$ cat src/rtl/flash_cmd_seq.sv
module flash_cmd_seq #(
  parameter int ADDR_W     = 16,
  parameter int NSEC       = 8,
  parameter int PROG_CYC   = 2000,
  parameter int SERASE_CYC = 8000,
  parameter int BULK_CYC   = 16000,
  parameter int RECOV_CYC  = 5000,
  parameter logic [ADDR_W-1:0] UNLK_A1   = 16'h0AAA,
  parameter logic [ADDR_W-1:0] UNLK_A2   = 16'h0554,
  parameter logic [ADDR_W-1:0] PROT_ADDR = 16'hFF00
) (
  input  logic              clk,
  input  logic              rst_n,
  input  logic              wr_en,
  input  logic [ADDR_W-1:0] addr,
  input  logic [7:0]        wdata,
  output logic [7:0]        rdata,
  input  logic              abort_pin,
  input  logic              fail_in,
  input  logic [NSEC-1:0]   prot_bits,
  input  logic [7:0]        arr_rdata,
  output logic              ready,
  output logic              arr_we,
  output logic [ADDR_W-1:0] arr_addr,
  output logic [7:0]        arr_wdata,
  output logic              arr_erase,
  output logic              arr_erase_all,
  output logic [NSEC-1:0]   arr_mask
);
  localparam int SEC_W = $clog2(NSEC);
  localparam int MAX_A = (PROG_CYC > SERASE_CYC) ? PROG_CYC : SERASE_CYC;
  localparam int MAX_B = (BULK_CYC > RECOV_CYC) ? BULK_CYC : RECOV_CYC;
  localparam int MAXC  = (MAX_A > MAX_B) ? MAX_A : MAX_B;
  localparam int CNT_W = $clog2(MAXC + 1);

  typedef enum logic [2:0] {M_READ, M_PROG, M_BULK, M_SERASE, M_ERROR, M_RECOV} mode_t;
  typedef enum logic [1:0] {D_IDLE, D_UNL1, D_UNL2, D_PSET} dec_t;

  mode_t            mode;
  dec_t             dec;
  logic [CNT_W-1:0] cnt;
  logic             err;

  logic [SEC_W-1:0] wsec;
  logic             wprot, is_cmd, is_pdata, running, timed;

  assign wsec     = addr[ADDR_W-1 -: SEC_W];
  assign wprot    = prot_bits[wsec];
  assign is_cmd   = wr_en && (dec == D_UNL2);
  assign is_pdata = wr_en && (dec == D_PSET);
  assign running  = (mode == M_PROG) || (mode == M_BULK) || (mode == M_SERASE);
  assign timed    = running || (mode == M_RECOV);
  assign ready    = (mode == M_READ);

  assign rdata = !ready              ? {2'b00, err, 5'b00000} :
                 (addr == PROT_ADDR) ? 8'(prot_bits) : arr_rdata;

  always_ff @(posedge clk) begin
    if (!rst_n) begin
      dec <= D_IDLE;
    end else if (abort_pin) begin
      dec <= D_IDLE;
    end else if (wr_en) begin
      unique case (dec)
        D_IDLE: dec <= (addr == UNLK_A1 && wdata == 8'hAA) ? D_UNL1 : D_IDLE;
        D_UNL1: dec <= (addr == UNLK_A2 && wdata == 8'h55) ? D_UNL2 : D_IDLE;
        D_UNL2: dec <= (wdata == 8'hA0 && mode == M_READ) ? D_PSET : D_IDLE;
        default: dec <= D_IDLE;
      endcase
    end
  end

  always_ff @(posedge clk) begin
    if (!rst_n) begin
      mode          <= M_READ;
      cnt           <= '0;
      err           <= 1'b0;
      arr_we        <= 1'b0;
      arr_addr      <= '0;
      arr_wdata     <= '0;
      arr_erase     <= 1'b0;
      arr_erase_all <= 1'b0;
      arr_mask      <= '0;
    end else begin
      arr_we    <= 1'b0;
      arr_erase <= 1'b0;
      if (abort_pin) begin
        if (mode != M_READ) begin
          mode <= M_RECOV;
          cnt  <= CNT_W'(RECOV_CYC - 1);
        end
      end else if (fail_in && running) begin
        mode <= M_ERROR;
        err  <= 1'b1;
      end else if (is_cmd && wdata == 8'hF0 && (mode == M_SERASE || mode == M_ERROR)) begin
        mode <= M_RECOV;
        cnt  <= CNT_W'(RECOV_CYC - 1);
      end else if (is_cmd && mode == M_READ && wdata == 8'h10 && !(&prot_bits)) begin
        mode          <= M_BULK;
        cnt           <= CNT_W'(BULK_CYC - 1);
        arr_erase     <= 1'b1;
        arr_erase_all <= 1'b1;
        arr_mask      <= ~prot_bits;
      end else if (is_cmd && mode == M_READ && wdata == 8'h30 && !wprot) begin
        mode          <= M_SERASE;
        cnt           <= CNT_W'(SERASE_CYC - 1);
        arr_erase     <= 1'b1;
        arr_erase_all <= 1'b0;
        arr_mask      <= NSEC'(1) << wsec;
      end else if (is_pdata && mode == M_READ && !wprot) begin
        mode      <= M_PROG;
        cnt       <= CNT_W'(PROG_CYC - 1);
        arr_we    <= 1'b1;
        arr_addr  <= addr;
        arr_wdata <= wdata;
      end else if (timed) begin
        if (cnt == '0) begin
          if (mode == M_RECOV) err <= 1'b0;
          mode <= M_READ;
        end else begin
          cnt <= cnt - 1'b1;
        end
      end
    end
  end
endmodule

$ cat config.mk
export PLATFORM = sky130hd
export DESIGN_NAME = flash_cmd_seq
export DESIGN_NICKNAME = d
export VERILOG_FILES = /design/src/rtl/flash_cmd_seq.sv
export SDC_FILE = /design/constraint.sdc
export NUM_CORES = 1
export LEC_CHECK = 0
export ABC_AREA = 1
export BUFFER_PORTS_ARGS = -buffer_cell sky130_fd_sc_hd__buf_2
export CORE_MARGIN = 2
export CORE_UTILIZATION = 35
export CTS_CLUSTER_SIZE = 40
export DETAILED_ROUTE_END_ITERATION = 12
export MAX_ROUTING_LAYER = met4
export SYNTH_ARGS = -nofsm -noshare
export SYNTH_HDL_FRONTEND = slang
export SYNTH_SLANG_ARGS = --single-unit
$ cat constraint.sdc
create_clock -name clk -period 3.99 [get_ports clk]
set_input_delay 0.5985 -clock clk [delete_from_list [all_inputs] [get_ports clk]]
set_output_delay 0.5985 -clock clk [all_outputs]
set_load 0.03 [all_outputs]
# Word-level counts from Yosys, hierarchy flattened
# Index checks and enable logic that the tools add are counted.
totals:
  ff_bits: 55
  in_bits: 45
  output_inout_bits: 44
  elab_cells: 126
op_classes:
  addsub: 1
  order_cmp: 1
  eq_ne: 24
  n_shift: 1
  muxes: 41
  bitwise: 7
  reduce_logical: 41
op_table:
  columns: ["cell", "count"]
  rows:
  - ["14-bit two-way mux", 9]
  - ["8-bit two-way mux", 4]
  - ["3-bit two-way mux", 9]
  - ["8-bit equality test (second input constant)", 3]
  - ["16-bit by 11-bit equality test with 1-bit output (second input constant)", 1]
  - ["16-bit by 12-bit equality test with 1-bit output (second input constant)", 1]
  - ["16-bit equality test (second input constant)", 1]
  - ["8-bit AND reduction", 2]
  - ["1-bit logical AND", 15]
  - ["1-bit two-way mux", 15]
  - ["14-bit zero test", 1]
  - ["7-bit nonzero test", 2]
  - ["14-bit by 1-bit subtractor with 14-bit output (second input constant)", 1]
  - ["2-bit != test (second input constant)", 5]
  - ["8-bit by 5-bit equality test with 1-bit output (second input constant)", 1]
  - ["8-bit by 6-bit equality test with 1-bit output (second input constant)", 1]
  - ["8-bit by 7-bit equality test with 1-bit output (second input constant)", 1]
  - ["8-bit NOT", 1]
  - ["4-bit AND reduction", 2]
  - ["2-bit nonzero test", 4]
  - ["1-bit by 3-bit left shift with 8-bit output (first input constant)", 1]
  - ["3-bit by 2-bit equality test with 1-bit output (second input constant)", 2]
  - ["3-bit equality test (second input constant)", 2]
  - ["6-bit != test (second input constant)", 1]
  - ["other kinds (20)", 31]

# Logic depth before layout (Yosys ltp)
# Gate-level depths: netlist (run 1).
logic_depth:
  word_depth: 11
  ltp_mapped: 15
  depth_no_buf: 14

# Worst setup path after synthesis (run 1)
# Ideal clock, no wire load.
synth_path:
  path_type: "input-to-output"
  from: "input addr[15]"
  to: "output rdata[5]"
  t_arrival_ps: 2108
  t_required_ps: 3391
  path_slack_ps: 1283
  path_stages: 7
  path_buffers: 1
  cell_sequence: "buf_2 inv_1 nor4_1 nand3_1 inv_1 o21ai_0 o21ai_0"
synth_via:
  elab_chain_cells: 3
synth_lines:
  columns: ["item", "line_no", "text"]
  rows:
  - ["from (decl)", "15", "input logic [ADDR_W-1:0] addr,"]
  - ["16-bit equality test", "56", "(addr == PROT_ADDR) ? 8'(prot_bits) : arr_rdata;"]
  - ["8-bit two-way mux", "56", null]
  - ["8-bit two-way mux", "55", "assign rdata = !ready ? {2'b00, err, 5'b00000} :"]
  - ["to (decl)", "17", "output logic [7:0] rdata,"]
# Every way passes these cells.

# Worst setup path after layout (run 1)
layout_path:
  from: "input addr[8]"
  to: "output rdata[4]"
# Same word-level chain as after synthesis.

==> flow_summary_export.csv, run 1 <==
group,metric,value,unit
routing,num_vias,3480,
logic_synthesis,ys_seq_area_share,33.9,%
logic_synthesis,synthMuxAreaShare,0,%
place,port_buffers,88,
routing,drt_pass1_iterations,4,
sta,maxSlewHeadroom,60.8,%
routing,drc,0,
hold_path,hold_path_class,"flop to flop",
clock_tree,cts_resized,0,
clock_tree,cts_hold_buf,0,
grt,grt_max_degree,34,
floorplan,die-height,100,um
grt,globalRouteTotalUtil,19.1,%
routing,drt-met1-wl,4370,um
floorplan,initial_core_util,35.6,%
logic_synthesis,synthAdderAreaFrac,0.385,%
sta,finalClockSkew,0.0119,ns
setup_path,crit_required,3.39,ns
setup_path,end_kind,"primary output",
setup_path,worstPathMaxFanout,16,
floorplan,placementRows,35,
power_and_ir_drop,p_leak,1.87,nW
flow_run,drv_cap,0,
routing,routed_wl,9120,um
setup_path,start_kind,"input port",
clock_tree,cts_tree,"yes",
sta,rsz0062_at_grt,"false",
clock_tree,h-tree-depth,2,
run_status,status,"complete, no violations",
grt,antenna_found_initial,0,
finish,multiInputGateArea,1860,um^2
routing,wl_met2,4270,um
floorplan,io_pins,89,
sta,setup_viol,0,
routing,drt-wirelength-per-cell,12.7,um
finish,final_common_cell,"nand2_1",
sta,hold_viol,0,
setup_path,rrSetupSlack,1.76,ns
clock_tree,cts.path.max_buffers,2,
setup_path,path_class,"input port to primary output",
routing,vias_per_cell,4.85,
clock_tree,clk_pin_slew,0.09,ns
floorplan,die_w,100,um
floorplan,dieArea,10100,um^2
routing,top_layer,"met4",
clock_tree,clockRootBuffer,"clkbuf_8",
power_and_ir_drop,vdd_ir_drop_max,155,uV
sta,min_period,2.82,ns
clock_tree,numCtsBuffers,5,
clock_tree,postCtsSetupRepairBufs,0,
finish,finalInstanceArea,3840,um^2
logic_synthesis,synth_top_family_by_area,"simple AND/OR/NAND/NOR gates",
finish,seqCellArea,1100,um^2
floorplan,core-area,9110,um^2
finish,final_layout_size_suffix_gt1_share,19.9,%
sta,fin_setup_tns,0,ns
logic_synthesis,synth_area_leader_cell,"dfxtp_1",
power_and_ir_drop,powerDensity,333,nW/um^2
logic_synthesis,synth.distinct_cells,30,
place,place_ws,1.16,ns
logic_synthesis,synthSimpleGateAreaFrac,40.3,%
finish,final_cell_mix,"161 x nand2_1, 88 x buf_2, 84 x nor2_1",
finish,area_growth,18.2,%
logic_synthesis,synth_cells,525,
logic_synthesis,synth_top_cells_by_area,"dfxtp_1 34%, nand2_1 19%, nor2_1 9.7%, a21oi_1 8.5%, inv_1 5.3%",
sta,finalMaxSlewViolations,0,
place,gp_congestion,0.882,
finish,fillers,1010,
sta,timing.final.ws_setup,1.17,ns
logic_synthesis,syn-mean-instance-area,6.18,um^2
grt,overflow,0,
logic_synthesis,yosys.area.top_type_share,33.9,%
routing,ant_nets,0,
finish,utilization,42.1,%
logic_synthesis,ys_warn_count,0,
place,hpwl,7070,um
logic_synthesis,synthXorXnorAreaFrac,2.70,%
grt,first_global_vias,3227,
finish,antenna_cells,0,
routing,drtIter0Drc,211,
finish,nets,652,
clock_tree,cts_num_sinks,55,
sta,hold-worst-slack,0.464,ns
logic_synthesis,netlist_area,3250,um^2
setup_path,critPathArrivalTime,2.22,ns
logic_synthesis,ys_ff_latch,55,
grt,grt_pass1_wl,15300,um
clock_tree,clk-insertion-delay-late,0.31,ns
routing,met3_length,372,um
sta,fmax,0.354,GHz
sta,worst_pin_slew,0.586,ns
logic_synthesis,synth-compound-area-share,14.0,%
logic_synthesis,synth.net_count,571,
sta,finalCritPeriodShare,70.7,%
place,place_area,3750,um^2
## Yosys cell counts (all sizes together)
master and n:
buf 9, a31oi 1, nand2 166, a21boi 1
nand4 11, and3 1, xor2 8, dfxtp 55
ha 1, nand3 22, a21oi 55, nor3 8
clkbuf 6, clkinv 2, or2 3, inv 50
nor4 5, xnor2 2, nor2 91, a22oi 1
o21ai 27
## report_power, final
group          switching, mW  internal, mW
logic                  0.238         0.128
clock network          0.194         0.123
registers             0.0229         0.575
total                  0.454         0.825
## per-stage QoR
step	total power, mW	std cells
CTS	1.29	718
global placement	0.968	710
detailed placement	0.973	710
floorplan	0.882	525
finish	1.28	718
global route	1.37	718
## flip-flops by register name, summed over array words and instances (netlist names)
| signal | flops |
|---|---|
| arr_erase | 1 |
| arr_erase_all | 1 |
| mode | 3 |
| dec | 2 |
| arr_mask | 8 |
| arr_addr | 16 |
| arr_wdata | 8 |
| cnt | 14 |
| arr_we | 1 |
| err | 1 |
## routing by layer
layer | vias to the layer above | track usage, %
met5 | - | -
met4 | 0 | 4.53
met3 | 8 | 2.65
met2 | 74 | 31.2
met1 | 1569 | 25.2
li1 | 1829 | -
## layout make-up
cell class	instances	share of cell area, %
clock inverters	3	0.522
well taps	111	3.62
inverters	52	5.09
flip-flops and latches	55	28.7
repair buffers	89	11.7
clock buffers	5	1.79
multi-input cells	403	48.6
## critical path, cell delays in order
cell,delay [ns]
buf_2,0.09
inv_1,0.05
or2_2,0.28
nor4_1,0.17
nand3_1,0.43
o21ai_0,0.34
a21oi_1,0.06
buf_2,0.20
## path summary, 6_finish.rpt
path	from	endpoint	depth (start not counted)
worst max-delay path	addr[8]	rdata[4]	8
worst max register to register	mode[1]	arr_addr[1]	8
worst min register to register	arr_wdata[7]	arr_wdata[7]	2
worst min-delay path	arr_wdata[7]	arr_wdata[7]	2
## cells by family after synthesis
group           Yosys count
compound gates           85
flops                    55
xor+xnor                 10
buf+inv                  67
fa+ha+maj                 1
simple gates            307
Note: power is estimated with default switching activity, not from simulation.
==> inputs of run 2 (changes only) <==
==> constraint.sdc (replaced) <==
create_clock -name clk -period 2.9 [get_ports clk]
set_input_delay 0.435 -clock clk [delete_from_list [all_inputs] [get_ports clk]]
set_output_delay 0.435 -clock clk [all_outputs]
set_load 0.03 [all_outputs]
==> run 2 against run 1 <==
  * Cell count increased by 0.28%
  * Critical endpoint is now rdata[5]
  * Power increased by 40%
  * Worst hold slack got worse by 0.084 ns
  * Count of clock-buffer cells in the layout increased by 3
  * Routed wire length increased by 0.95%
  * Combinational power increased by 38%
  * Setup slack got worse by 0.79 ns
  * Global-route usage decreased by 0.091 points
  * Via count increased by 0.63%
  * Final area increased by 0.68%
  * Die area unchanged
  * Clock skew decreased by 0.00098 ns
==> flow_summary_export.csv, run 2 (synthesis gave the netlist of run 1 again) <==
group,metric,value,unit
run_status,status,"complete, no violations",
sta,fin_setup_tns,0,ns
finish,largest_registers,"arr_addr x16, cnt x14",
grt,grt_pass1_wl,15100,um
clock_tree,cts_tree,"yes",
finish,fillers,1013,
floorplan,die_w,100,um
setup_path,path_cells,"buf_2 > inv_1 > or2_2 > nor4_1 > nand3_1 > inv_1 > o21ai_0 > o21ai_0 > buf_2",
floorplan,core-area,9110,um^2
finish,final_layout_size_suffix_gt1_share,20.0,%
floorplan,initial_core_util,35.6,%
grt,grt_busiest_layer,"met2",
flow_run,drv_cap,0,
grt,met2_usage,32.3,%
setup_path,start_kind,"input port",
setup_path,worst_path_max_delay_cell,"nand3_1",
clock_tree,clk-insertion-delay-late,0.31,ns
finish,antenna_cells,0,
grt,globalRouteTotalUtil,19.1,%
grt,grt_max_degree,34,
setup_path,slowest_delay,0.44,ns
finish,fin_cells,720,
sta,hold-worst-slack,0.380,ns
sta,worst_pin_slew,0.530,ns
floorplan,die-height,100,um
sta,rsz0062_at_grt,"false",
sta,setup_viol,0,
sta,finalClockSkew,0.0109,ns
grt,met1_usage,23.9,%
sta,maxSlewHeadroom,64.5,%
place,port_buffers,88,
power_and_ir_drop,p_leak,1.89,nW
finish,largest_register_ffs,16,
routing,vias_per_cell,4.86,
sta,hold_viol,0,
place,hpwl,7150,um
grt,gr-usage-met3,2.86,%
grt,antenna_found_initial,0,
routing,drt-wirelength-per-cell,12.8,um
finish,largest_register,"arr_addr",
routing,num_vias,3502,
clock_tree,clockRootBuffer,"clkbuf_8",
routing,drt_pass1_iterations,5,
finish,area_growth,19.0,%
routing,routed_wl,9210,um
place,gp_congestion,0.885,
sta,finalMaxSlewViolations,0,
setup_path,path_class,"input port to primary output",
clock_tree,cts_resized,0,
finish,nets,654,
clock_tree,postCtsSetupRepairBufs,0,
setup_path,end_kind,"primary output",
clock_tree,cts.path.max_buffers,2,
sta,min_period,2.53,ns
hold_path,hold_path_class,"input port to flop",
routing,drtIter0Drc,184,
routing,ant_nets,0,
finish,final_cell_mix,"161 x nand2_1, 88 x buf_2, 84 x nor2_1",
place,dp.cells,712,
setup_path,worstPathMaxFanout,16,
grt,first_global_vias,3218,
clock_tree,h-tree-depth,2,
floorplan,placementRows,35,
grt,overflow,0,
routing,drc,0,
power_and_ir_drop,vdd_ir_drop_max,191,uV
finish,final_common_cell,"nand2_1",
clock_tree,numCtsBuffers,5,
floorplan,dieArea,10100,um^2
clock_tree,cts_num_sinks,55,
clock_tree,clk_pin_slew,0.10,ns
power_and_ir_drop,powerDensity,462,nW/um^2
sta,fmax,0.396,GHz
sta,finalCritPeriodShare,87.1,%
setup_path,crit_required,2.47,ns
floorplan,io_pins,89,
clock_tree,cts_hold_buf,0,
setup_path,critPathArrivalTime,2.09,ns
-- run 2: changes by cell type in the layout (fill, tap and decap cells not counted), sizes merged --
cell,delta
clkbuf,+3
buf,+2
clkinvlp,-2
clkinv,-1
-- run 2: path summary, 6_finish.rpt --
| kind | slack [ns] | endpoint | startpoint | depth (start not counted) |
|---|---|---|---|---|
| setup / recovery | 0.37 | rdata[5] | addr[8] | 9 |
| hold / removal | 0.38 | arr_addr[8] | addr[8] | 3 |
| setup reg to reg | 0.86 | cnt[3] | cnt[0] | 11 |
| hold reg to reg | 0.46 | arr_wdata[0] | arr_wdata[0] | 2 |
-- run 2: final cells by class --
cell class / instances / area (um^2) / area share, %
multi-input cells: 403 / 1860 / 48.3
clock buffers: 8 / 100 / 2.59
flip-flops and latches: 55 / 1100 / 28.5
well taps: 111 / 139 / 3.60
inverters: 52 / 195 / 5.05
repair buffers: 91 / 463 / 12.0
-- run 2: worst max-delay path: cells and delay by family --
family                 cells  cell delay (ns)
and+or+nand+nor            3             0.92
AOI/OAI and AO/OA          2             0.23
buffers and inverters      4             0.49
-- run 2: where the power goes --
group | switching [mW] | leakage [nW] | internal, mW
clock network | 0.243 | 0.0515 | 0.219
logic | 0.327 | 1.39 | 0.176
registers | 0.0312 | 0.447 | 0.791
total | 0.601 | 1.89 | 1.18
-- run 2: stage by stage --
stage	util [%]	power, mW	instance area (um^2)	setup slack [ns]
floorplan	-	1.21	3250	0.520
global placement	41.3	1.33	3760	0.478
detailed placement	41.3	1.34	3760	0.421
CTS	42.4	1.81	3860	0.396
global route	42.4	1.92	3860	0.135
finish	42.4	1.79	3860	0.373
-- run 2: routing by layer --
| layer | vias to the layer above | routed length [um] |
|---|---|---|
| met4 | 0 | 107 |
| met1 | 1558 | 4260 |
| li1 | 1835 | - |
| met5 | - | 0 |
| met2 | 101 | 4450 |
| met3 | 8 | 385 |
